`src/rtl/xfer_pkg.sv`:
```
package xfer_pkg;
    localparam int NUM_REGS = 3;
    localparam int SEL_W    = 2;

    typedef enum logic [SEL_W-1:0] {
        SRC_R0   = 2'b00,
        SRC_R1   = 2'b01,
        SRC_R2   = 2'b10,
        SRC_ZERO = 2'b11
    } src_e;
endpackage

```
`src/rtl/xfer_bus_mux.sv`:
```
module xfer_bus_mux
    import xfer_pkg::*;
#(
    parameter int W = 4
) (
    input  logic [SEL_W-1:0]           sel,
    input  logic [NUM_REGS-1:0][W-1:0] regs,
    output logic [W-1:0]               bus
);
    src_e code;
    assign code = src_e'(sel);

    always_comb begin
        unique case (code)
            SRC_R0:   bus = regs[0];
            SRC_R1:   bus = regs[1];
            SRC_R2:   bus = regs[2];
            SRC_ZERO: bus = '0;
            default:  bus = '0;
        endcase
    end
endmodule

```
`src/rtl/xfer_reg_slot.sv`:
```
module xfer_reg_slot #(
    parameter int W = 4
) (
    input  logic         clk,
    input  logic         rst_n,
    input  logic         load,
    input  logic         pre_hit,
    input  logic [W-1:0] bus,
    input  logic [W-1:0] pre_data,
    output logic [W-1:0] q
);
    logic [W-1:0] q_next;

    // Preload wins over a bus load; otherwise hold.
    always_comb begin
        if (pre_hit)
            q_next = pre_data;
        else if (load)
            q_next = bus;
        else
            q_next = q;
    end

    always_ff @(posedge clk or negedge rst_n) begin
        if (!rst_n)
            q <= '0;
        else
            q <= q_next;
    end
endmodule

```
`src/rtl/xfer_bus_top.sv`:
```
module xfer_bus_top
    import xfer_pkg::*;
#(
    parameter int W = 4
) (
    input  logic             clk,
    input  logic             rst_n,
    input  logic [1:0]       src_sel,
    input  logic [2:0]       load_en,
    input  logic             pre_we,
    input  logic [1:0]       pre_idx,
    input  logic [W-1:0]     pre_data,
    output logic [W-1:0]     reg0_q,
    output logic [W-1:0]     reg1_q,
    output logic [W-1:0]     reg2_q,
    output logic [W-1:0]     bus_q
);
    logic [NUM_REGS-1:0][W-1:0] regs;
    logic [W-1:0]               bus;

    xfer_bus_mux #(.W(W)) u_mux (
        .sel  (src_sel),
        .regs (regs),
        .bus  (bus)
    );

    for (genvar i = 0; i < NUM_REGS; i++) begin : g_slot
        logic hit;
        assign hit = pre_we && (pre_idx == SEL_W'(i));

        xfer_reg_slot #(.W(W)) u_slot (
            .clk      (clk),
            .rst_n    (rst_n),
            .load     (load_en[i]),
            .pre_hit  (hit),
            .bus      (bus),
            .pre_data (pre_data),
            .q        (regs[i])
        );
    end

    assign reg0_q = regs[0];
    assign reg1_q = regs[1];
    assign reg2_q = regs[2];
    assign bus_q  = bus;
endmodule

```
`config.mk`:
```
export PLATFORM = sky130hd
export DESIGN_NAME = xfer_bus_top
export DESIGN_NICKNAME = d
export VERILOG_FILES = /design/src/rtl/xfer_pkg.sv /design/src/rtl/xfer_bus_mux.sv /design/src/rtl/xfer_reg_slot.sv /design/src/rtl/xfer_bus_top.sv
export SDC_FILE = /design/constraint.sdc
export NUM_CORES = 1
export LEC_CHECK = 0
export BUFFER_PORTS_ARGS = -buffer_cell sky130_fd_sc_hd__buf_4
export CORE_ASPECT_RATIO = 1.4
export CORE_UTILIZATION = 37
export CTS_CLUSTER_SIZE = 14
export DETAILED_ROUTE_END_ITERATION = 7
export GPL_TIMING_DRIVEN = 0
export PLACE_DENSITY_LB_ADDON = 0.2
export REMOVE_ABC_BUFFERS = 1
export SYNTH_ARGS = -nofsm -noshare
export SYNTH_HDL_FRONTEND = slang
export SYNTH_SLANG_ARGS = --single-unit
```
`constraint.sdc`:
```
create_clock -name clk -period 2.3 [get_ports clk]
set_input_delay 0.46 -clock clk [delete_from_list [all_inputs] [get_ports clk]]
set_output_delay 0.46 -clock clk [all_outputs]
set_load 0.05 [all_outputs]
```
Yosys cells after proc, flatten, opt, wreduce, memory -nomap -nowiden
Cells that the tools add are included.
{ "totals": {"ff_bits": 12, "input_bits": 14, "out_inout_bits": 16, "elab_cells": 23} }
{ "op_classes": {"eq_ne": 5, "mux": 7, "n_reduce_logical": 8} }
{ "ops": {"columns": ["operator", "count"], "rows": [
  ["2-to-1 mux 4 bit", 6],
  ["case mux 4 bit (4 select lines)", 1],
  ["== test 2 bit, second input constant", 3],
  ["nonzero test 2 bit", 3],
  ["== test 2 x 1 -> 1 bit, second input constant", 2],
  ["logical NOT 2 bit", 2],
  ["logical AND 1 bit", 3]
]} }

Longest topological paths before layout
Gate-level depths: netlist of the first run.
{ "logic_depth": {"ltp_word": 4, "mapped_depth": 4, "depth_no_buf": 3} }

By module
From an unflattened synthesis of the first run, not the netlist that was laid out.
{ "unflattened": {"hier_cells": 64, "hier_area_um2": 689.4} }
{ "by_module_without_submodules": {"columns": ["module", "n_inst", "cells_per_inst", "area_each_um2"], "rows": [
  ["xfer_reg_slot", 3, 17, 186.4],
  ["xfer_bus_mux", 1, 10, 100.1],
  ["xfer_bus_top", 1, 3, 30.0]
]} }

Worst setup path after synthesis of the first run
No wires, ideal clock.
{ "synth_timing": {"path_kind": "reg2out", "from": "reg g_slot[2].u_slot.q[0]", "to": "out bus_q[0]", "arrival_time_ps": 1952, "t_required_ps": 1840, "path_slack_ps": -112, "stages_incl_launch_ff": 3, "path_buffers": 0, "path_cell_list": "dfrtp_1 > mux2i_1 > o21ai_0"} }
{ "synth_via": {"elab_chain_len": 1} }
{ "synth_rtl": {"columns": ["element", "line", "source"], "rows": [
  ["start, declared", "xfer_reg_slot.sv:10", "output logic [W-1:0] q"],
  ["start signal, assigned", "xfer_reg_slot.sv:28", "q <= q_next;"],
  ["case mux 4 bit (4 select lines)", "xfer_bus_mux.sv:14", "unique case (code)"],
  ["end, declared", "xfer_bus_top.sv:16", "output logic [W-1:0] bus_q"]
]} }
No other way between the ends.

Worst setup path in the final report of the first run
{ "layout_timing": {"from": "reg g_slot[2].u_slot.q[2]", "to": "out bus_q[2]"} }
The elaborated chain is that of the path after synthesis.

==> results of run 1 <==
worst max-delay path, cell delays in order, from the launching register on:
cell and delay, ps:
dfrtp_1 400, mux2i_1 270, o21ai_0 140, buf_4 200
final timing paths:
kind                                    endpoint  cells after the start  slack (ps)                  start
setup / recovery                        bus_q[2]                      3         540  g_slot[2].u_slot.q[2]
hold / removal             g_slot[2].u_slot.q[1]                      1           9                  rst_n
setup reg to reg           g_slot[0].u_slot.q[0]                      3        1200  g_slot[2].u_slot.q[0]
hold reg to reg            g_slot[1].u_slot.q[3]                      2         600  g_slot[1].u_slot.q[3]
max in group asynchronous  g_slot[0].u_slot.q[1]                      1        2130                  rst_n
min in group clk           g_slot[2].u_slot.q[2]                      2         430            pre_data[2]
cells by family after synthesis:
logic type             count (synthesis)  synth area share (%)
AO/OA/AOI/OAI                         28                  26.5
buffers and inverters                  7                  4.59
flip-flops                            12                  40.8
multiplexers                           4                  5.44
AND/OR/NAND/NOR                       32                  22.6
layer usage:
metal / routed length, um / up-vias / part of all wire, %
li1: - / 361 / -
met4: 23 / 0 / 1.3
met2: 906 / 17 / 50
met1: 825 / 342 / 45
met3: 65 / 4 / 3.6
met5: 0 / - / 0
metrics by stage:
step           TNS (ps)  worst slack (ps)  power, mW
2_1_floorplan      -448              -112      0.512
3_3_place_gp          0               545      0.635
3_5_place_dp          0               554      0.638
4_1_cts               0               528      0.810
5_1_grt               0               354      0.850
6_report              0               542      0.804
synthesized netlist by cell type:
cell	n
clkbuf_1	5
or3_1	4
inv_1	1
o211ai_1	8
nand3b_1	5
nor2_1	20
and2b_1	1
a22o_1	8
a31oi_1	4
dfrtp_1	12
and3b_1	1
nor3b_2	1
mux2i_1	4
buf_6	1
o21ai_0	8
power breakdown:
group          internal (mW)  switching [mW]  total, mW
Clock                 0.0962          0.0762      0.172
Combinational          0.119           0.243      0.362
Sequential             0.244          0.0256      0.270
layout make-up:
class,count,area [um^2]
Fill cell,171,840
Multi-Input combinational cell,64,402
Sequential cell,12,300
Inverter,1,3.75
Clock buffer,4,36.3
Timing Repair Buffer,29,218
Tap cell,20,25.0
==> results.toml, run 1 <==
[placement]
routabilityCongestion = 0.779
port_buffers = 29
dp.cells = 126
place_area_um2 = 948
hpwl_um = 1340

[floorplanning]
dieArea_um2 = 2170
start_util_pct = 40.3
ios = 30
rows = 18
coreArea_um2 = 1820
die_w_um = 39.7
fp.dieH_um = 54.8

[cells_and_area]
largest_reg_flops = 12
regMostFlops = "g_slot.u_slot.q"
top_regs = "g_slot.u_slot.q: 12 flops"
drive_gt1_share_pct = 30.9
fin_area_um2 = 985
area_growth_pct = 33.8
nNetsFinal = 125
mostFrequentLayoutCells = "29 x buf_4, 20 x nor2_1, 12 x dfrtp_1"
num_antenna_cells = 0
final_common_cell = "buf_4"
stdcell_count = 130
fin_util_pct = 54.0

[timing]
hold_ws_ps = 9.46
relSlewSlack_pct = 63.4
period_needed_ps = 1760
worstMarginPinSlew_ps = 547
rsz0062_at_grt = "false"
finalCritPeriodShare_pct = 76.4
hold_viol_final = 0
skew_ps = 4.87
fmax_ghz = 0.569
setup_viol = 0
drv_slew = 0

[critical_path]
end_kind = "output pin"
critPathLaunchType = "flop"
crit_required_ps = 1840
cp.arrival_ps = 1300
critical_path.max_fanout = 4
path_class = "reg -> out"

[synth]
avgSynthCellArea_um2 = 8.86
yosys_warnings = 0
yosys_register_bits = 12
synth_area_leaders = "dfrtp_1 41%, nor2_1 10%, a22o_1 9.5%"
synth_cell_type_count = 15
synth_top_area_cell = "dfrtp_1"
netlist_area_um2 = 736
yosysTopAreaCellShare_pct = 40.8
yosysSeqAreaShare_pct = 40.8
syn_inst = 83

[clock_network]
clock_latency_ps = 270
cts_resized = 0
cts_sinks = 12
cts_buffers = 3
cts_tree = "yes"
h-tree-depth = 1
hold_buffers = 0
clock-root-buffer = "clkbuf_4"
cts.clk_slew.worst_paths_ps = 80
cts_setup_buffers = 0
clockBufferDepth = 2

[global_routing]
grt_pass1_wl_um = 2820
met2_usage_pct = 30.9
globalRoute.busiestLayer = "met2"
use_met1_pct = 25.3
grt_remaining_overflow = 0
grt_pass1_vias = 608
grt_max_degree = 22
track_usage_pct = 19.3
antenna_found_initial = 0
use_met3_pct = 2.44

[drt]
vias_per_cell = 5.57
drc = 0
routedWlPerCell_um = 14.0
ant_nets = 0
routed_wl_um = 1820
dr_total_vias = 724
drt-initial-drc-count = 11
first_pass_iters = 4

[worst_hold_path]
hold_class = "in -> async"

[power_and_ir_drop]
p_per_area_nw_per_um2 = 817
peakVddDrop_mv = 0.338
p_leak_nw = 0.468

[flow_run]
cap_viol_max_count = 0

[outcome]
outcome = "finished, final reports clean"
Note: power is estimated with default switching activity, not from simulation.
==> run 2, diff against run 1 <==
ABC_AREA = 1   (was unset)
clock period = 1.5 ns   (was 2.3 ns; I/O delays follow)
==> run 2 against run 1 <==
  * First-iteration DRC count shrank 18%
  * Clock skew grew 1.5 ps
  * Via count grew 19%
  * Count of clock-buffer cells in the layout shrank 1
  * Synthesized area grew 4.6%
  * Worst hold slack gained 310 ps
  * Design area grew 10%
  * Wire length grew 14%
  * Power grew 37%
  * Register-to-register slack lost 630 ps
  * Worst setup slack lost 480 ps
  * Flip-flop and latch count is the same
==> results.toml, run 2 <==
[critical_path]
crit_path_cell_trace = "nand3_1, nand3_2, buf_6"
path_class = "reg -> out"
r2r-start = "g_slot[2].u_slot.q[1]"
timing.rr.end = "g_slot[1].u_slot.q[1]"
critical_path.max_fanout = 4
crit_required_ps = 1200
critPathLaunchType = "flop"
end_kind = "output pin"
reg2regPathDepth = 4
regToRegSetupSlack_ps = 570
cp.buffers_inverters = 1
max_stage_delay_ps = 410
cp.arrival_ps = 1140
cp_top_family = "flip-flops"
cpMaxStageDelayCell = "dfrtp_1"

[timing]
hold_ws_ps = 323
setup_viol = 0
finalSetupTns_ps = 0
drv_slew = 0
skew_ps = 6.35
period_needed_ps = 1440
relSlewSlack_pct = 82.6
worstMarginPinSlew_ps = 261
rsz0062_at_grt = "false"
finalCritPeriodShare_pct = 95.8
fmax_ghz = 0.696
hold_viol_final = 0

[cells_and_area]
largest_reg_flops = 12
top_regs = "g_slot.u_slot.q: 12 flops"
mostFrequentLayoutCells = "45 x nand2_1, 25 x nand3_1, 25 x buf_4"
area_growth_pct = 40.8
num_antenna_cells = 0
drive_gt1_share_pct = 28.0
nNetsFinal = 166
final_common_cell = "nand2_1"
regMostFlops = "g_slot.u_slot.q"

[global_routing]
met2_usage_pct = 34.9
antenna_found_initial = 0
grt_pass1_vias = 818
use_met1_pct = 27.4
track_usage_pct = 21.4
use_met3_pct = 3.20
globalRoute.busiestLayer = "met2"
grt_remaining_overflow = 0
grt_pass1_wl_um = 3440
grt_max_degree = 13

[power_and_ir_drop]
peakVddDrop_mv = 0.601
p_per_area_nw_per_um2 = 1020
p_leak_nw = 0.651

[synth]
yosysSeqAreaShare_pct = 39.0
ys.flop_type = "dfrtp_1"
synth_most_common_cell = "nand2_1"
synth_top_area_cell = "dfrtp_1"
synth-edff-count = 0
avgSynthCellArea_um2 = 6.52
yosysTopAreaCellShare_pct = 39.0
yosys_register_bits = 12
netlist_area_um2 = 769
synth_area_leaders = "dfrtp_1 39%, nand2_1 22%, nand3_1 19%"
synth_cell_type_count = 14
synth_async_sr_flop_share_pct = 100
yosys-top-cells-count = "45 x nand2_1, 29 x nand3_1, 19 x inv_1"
syn_inst = 118
yosys_warnings = 0

[drt]
drc = 0
first_pass_iters = 4
routedWlPerCell_um = 12.1
vias_per_cell = 5.02
routed_wl_um = 2080
drt-initial-drc-count = 9
dr_total_vias = 858
ant_nets = 0

[floorplanning]
coreArea_um2 = 1950
die_w_um = 40.5
dieArea_um2 = 2270
start_util_pct = 39.5
fp.dieH_um = 56.0
ios = 30
rows = 19

[clock_network]
cts_sinks = 12
cts_buffers = 3
clock-root-buffer = "clkbuf_4"
clockBufferDepth = 2
cts.clk_slew.worst_paths_ps = 80
cts_tree = "yes"
cts_setup_buffers = 0
clock_latency_ps = 270
h-tree-depth = 1

[worst_hold_path]
whs_endpoint = "g_slot[2].u_slot.q[1]"
hold-path-cell-count = 5
hold_class = "in -> reg"
hold_path_startpoint = "pre_data[1]"

[placement]
routabilityCongestion = 0.842
hpwl_um = 1630
port_buffers = 29

[outcome]
outcome = "finished, final reports clean"

[flow_run]
cap_viol_max_count = 0
## run 2: changes by cell type in the layout (fill, tap and decap cells not counted), moves of 5 or more
cell,delta
a22o_1,-8
o211ai_1,-8
inv_1,+18
nand3_1,+25
nand2_1,+45
nand3b_1,-5
o21ai_0,-8
nor2_1,-19
## run 2: power breakdown
group / switching, mW / internal (mW) / total, mW
Sequential: 0.0389 / 0.368 / 0.407
Clock: 0.105 / 0.0930 / 0.198
Combinational: 0.346 / 0.154 / 0.500
Total: 0.490 / 0.615 / 1.11
## run 2: worst register-to-register path: stages, from the launching register on
cell     delay, ps
dfrtp_1        410
nand3_1        120
nand3_2        140
nand2_1         90
nand2_1         50
## run 2: area by class of cell
| class | instances | area, um^2 |
|---|---|---|
| tap | 21 | 26.3 |
| clock buffer | 3 | 22.5 |
| sequential | 12 | 300 |
| timing repair buffer | 30 | 243 |
| multi-input combinational | 84 | 413 |
| inverter | 21 | 78.8 |
| fill | 211 | 866 |
## run 2: logic make-up after synthesis
kind of cell,share of synthesized area [%]
DFF,39.0
and+or+nand+nor,48.9
buffers and inverters,10.9
AOI/OAI and AO/OA,1.14
## run 2: worst max path at each step
stage,start,to,cells past startpoint
after floorplan,g_slot[1].u_slot.q[1],bus_q[1],2
after global placement,src_sel[0],bus_q[3],5
after detailed placement,src_sel[0],bus_q[1],5
after CTS,g_slot[1].u_slot.q[3],bus_q[3],3
after global routing,g_slot[2].u_slot.q[1],bus_q[1],3
final,g_slot[2].u_slot.q[1],bus_q[1],3
## run 2: stage by stage
stage	util, %	instance area, um^2	instances	setup slack, ps	power [mW]
2_1_floorplan	-	764	117	-19.4	0.718
3_3_place_gp	51.7	1010	167	45.3	0.892
3_5_place_dp	51.7	1010	167	36.3	0.895
4_1_cts	54.7	1070	171	0.111	1.10
5_1_grt	55.6	1080	171	19.1	1.16
6_report	55.6	1080	171	63.6	1.11
## run 2: per-layer routing
| metal | wire [um] | up-vias |
|---|---|---|
| li1 | - | 442 |
| met1 | 875 | 376 |
| met2 | 1020 | 35 |
| met3 | 148 | 5 |
| met4 | 34 | 0 |
| met5 | 0 | - |
## run 2: repair_timing
action,4_1_cts,5_1_grt
gates resized for setup,6,3
hold buffers,1,0
hold endpoints to repair,12,0
setup endpoints to repair,4,3
cloned,0,0
==> run 3, diff against run 2 <==
CORE_ASPECT_RATIO = unset   (was 1.4)
SYNTH_HIERARCHICAL = 1   (was unset)
==> run 3 against run 2 <==
  * The run now ends with DRC left
  * Sequential power barely moved
  * Global-route usage increased by 0.80 points
  * Worst hold slack worse by 62 ps
  * Power is 3.5% higher
  * Utilization grew 6.8 points
  * Wire length shrank 7.1%
  * Critical path depth did not move
  * Via count shrank 7.1%
  * Synthesized area fell by 16%
==> results.toml, run 3 <==
[synth]
synth-edff-count = 0
avgSynthCellArea_um2 = 7.02
yosysTopAreaCellShare_pct = 46.5
syn_inst = 92
yosys_register_bits = 12
synth_area_leaders = "dfrtp_1 47%, nand3_1 28%, nand2_1 18%"
yosys_warnings = 6
netlist_area_um2 = 646
yosys-top-cells-count = "36 x nand3_1, 31 x nand2_1, 12 x dfrtp_1"
synth_async_sr_flop_share_pct = 100
yosysSeqAreaShare_pct = 46.5
ys.flop_type = "dfrtp_1"
synth_most_common_cell = "nand3_1"
synth_top_area_cell = "dfrtp_1"
synth_cell_type_count = 5

[clock_network]
clockBufferDepth = 2
clock_latency_ps = 280
cts_buffers = 3
cts_tree = "yes"
clock-root-buffer = "clkbuf_4"
cts_sinks = 12
h-tree-depth = 1
cts.clk_slew.worst_paths_ps = 80

[floorplanning]
die_w_um = 43.8
start_util_pct = 41.4
coreArea_um2 = 1560
ios = 30
fp.dieH_um = 43.8
dieArea_um2 = 1920
rows = 14

[cells_and_area]
mostFrequentLayoutCells = "32 x nand3_1, 31 x nand2_1, 26 x buf_4"
fillers = 145
area_growth_pct = 50.6
top_regs = "g_slot.u_slot/q: 12 flops"
regMostFlops = "g_slot.u_slot/q"
nNetsFinal = 142
drive_gt1_share_pct = 29.9
num_antenna_cells = 0
final_common_cell = "nand3_1"
largest_reg_flops = 12

[global_routing]
track_usage_pct = 22.2
antenna_found_initial = 0
grt_max_degree = 13
grt_pass1_vias = 647
grt_pass1_wl_um = 3060
grt_remaining_overflow = 0

[critical_path]
critical_path.max_fanout = 4
crit_required_ps = 1200
path_class = "reg -> out"
end_kind = "output pin"
critPathLaunchType = "flop"
cp.arrival_ps = 1150

[outcome]
outcome = "complete, but fails checks"
violations = "DRC"

[placement]
port_buffers = 29
routabilityCongestion = 0.874
hpwl_um = 1420
dpl_worst_slack_ps = 70.2

[timing]
relSlewSlack_pct = 70.3
fin_ws_ps = 49.8
setup_viol = 0
fmax_ghz = 0.690
worstMarginPinSlew_ps = 443
rsz0062_at_grt = "false"
drv_slew = 0
finalSetupTns_ps = 0
finalCritPeriodShare_pct = 96.7
skew_ps = 12.4
hold_viol_final = 0
period_needed_ps = 1450

[drt]
first_pass_iters = 6
routed_wl_um = 1930
vias_per_cell = 5.57
routedWlPerCell_um = 13.5
dr_total_vias = 797
ant_nets = 0
drt-initial-drc-count = 44
drc = 2

[power_and_ir_drop]
pwr-share-seq_pct = 35.4
p_sw_share_pct = 41.8
power_frac_clock_pct = 23.0
power_frac_comb_pct = 41.6
peakVddDrop_mv = 0.637
switchingPower_mw = 0.478
p_total_mw = 1.14
p_per_area_nw_per_um2 = 1180
p_leak_nw = 0.530
internal-power_mw = 0.665

[worst_hold_path]
hold_class = "in -> reg"

[flow_run]
cap_viol_max_count = 0
-- run 3: path summary, 6_finish.rpt --
| path | startpoint | to | slack [ps] | cells past startpoint |
|---|---|---|---|---|
| worst max-delay path | g_slot[1].u_slot/q[3] | bus_q[3] | 50 | 3 |
| worst min-delay path | pre_data[1] | g_slot[1].u_slot/q[1] | 260 | 3 |
| worst max register to register | g_slot[1].u_slot/q[3] | g_slot[0].u_slot/q[3] | 510 | 4 |
| worst min register to register | g_slot[2].u_slot/q[3] | g_slot[2].u_slot/q[3] | 520 | 2 |
| max in group asynchronous | rst_n | g_slot[0].u_slot/q[0] | 950 | 2 |
| min in group asynchronous | rst_n | g_slot[1].u_slot/q[3] | 380 | 2 |
-- run 3: cells by family after synthesis --
logic type,count (synthesis),synth area share (%)
simple gates,74,50.0
flops,12,46.5
buf+inv,6,3.49
-- run 3: metrics by stage --
step                util [%]  cell area (um^2)  hold slack (ps)  cells
floorplan                  -               646             4.41     92
global placement        56.7               883              150    137
detailed placement      56.7               883              152    137
CTS                     61.6               960              247    142
global route            62.4               972              261    143
finish                  62.4               972              261    143
-- run 3: what timing repair did --
item / in CTS / in global routing
setup buffers: 0 / 1
endpoints found under the hold margin: 12 / 0
pin swaps: 0 / 2
setup endpoints to repair: 4 / 4
hold buffers: 1 / 0
gates resized for setup: 7 / 1
-- run 3: cell type report --
class / count / area (um^2) / share of cell area, %
Tap cell: 16 / 20.0 / 2.06
Inverter: 6 / 22.5 / 2.32
Multi-Input combinational cell: 74 / 343 / 35.3
Sequential cell: 12 / 300 / 30.9
Clock buffer: 4 / 36.3 / 3.73
Timing Repair Buffer: 31 / 250 / 25.7
-- run 3: power by group through the flow --
stage	Clock, mW	Sequential, mW	Combinational (mW)
after global routing	0.287	0.410	0.501
after detailed placement	0	0.412	0.449
after floorplan	0	0.563	0.129
final	0.263	0.405	0.475
after global placement	0	0.411	0.446
after CTS	0.273	0.406	0.467
-- run 3: critical path: stages (launching register included) --
cell and delay, ps:
dfrtp_1 400, nand3_1 130, nand3_2 140, buf_6 190
-- run 3: per-layer routing --
metal  global-route usage (%)  wire length [um]  part of all wire, %
met1                     30.2               837                   43
met2                     33.7               905                   47
met4                     7.50                20                  1.0
met3                     6.67               166                  8.6
met5                        0                 0                    0
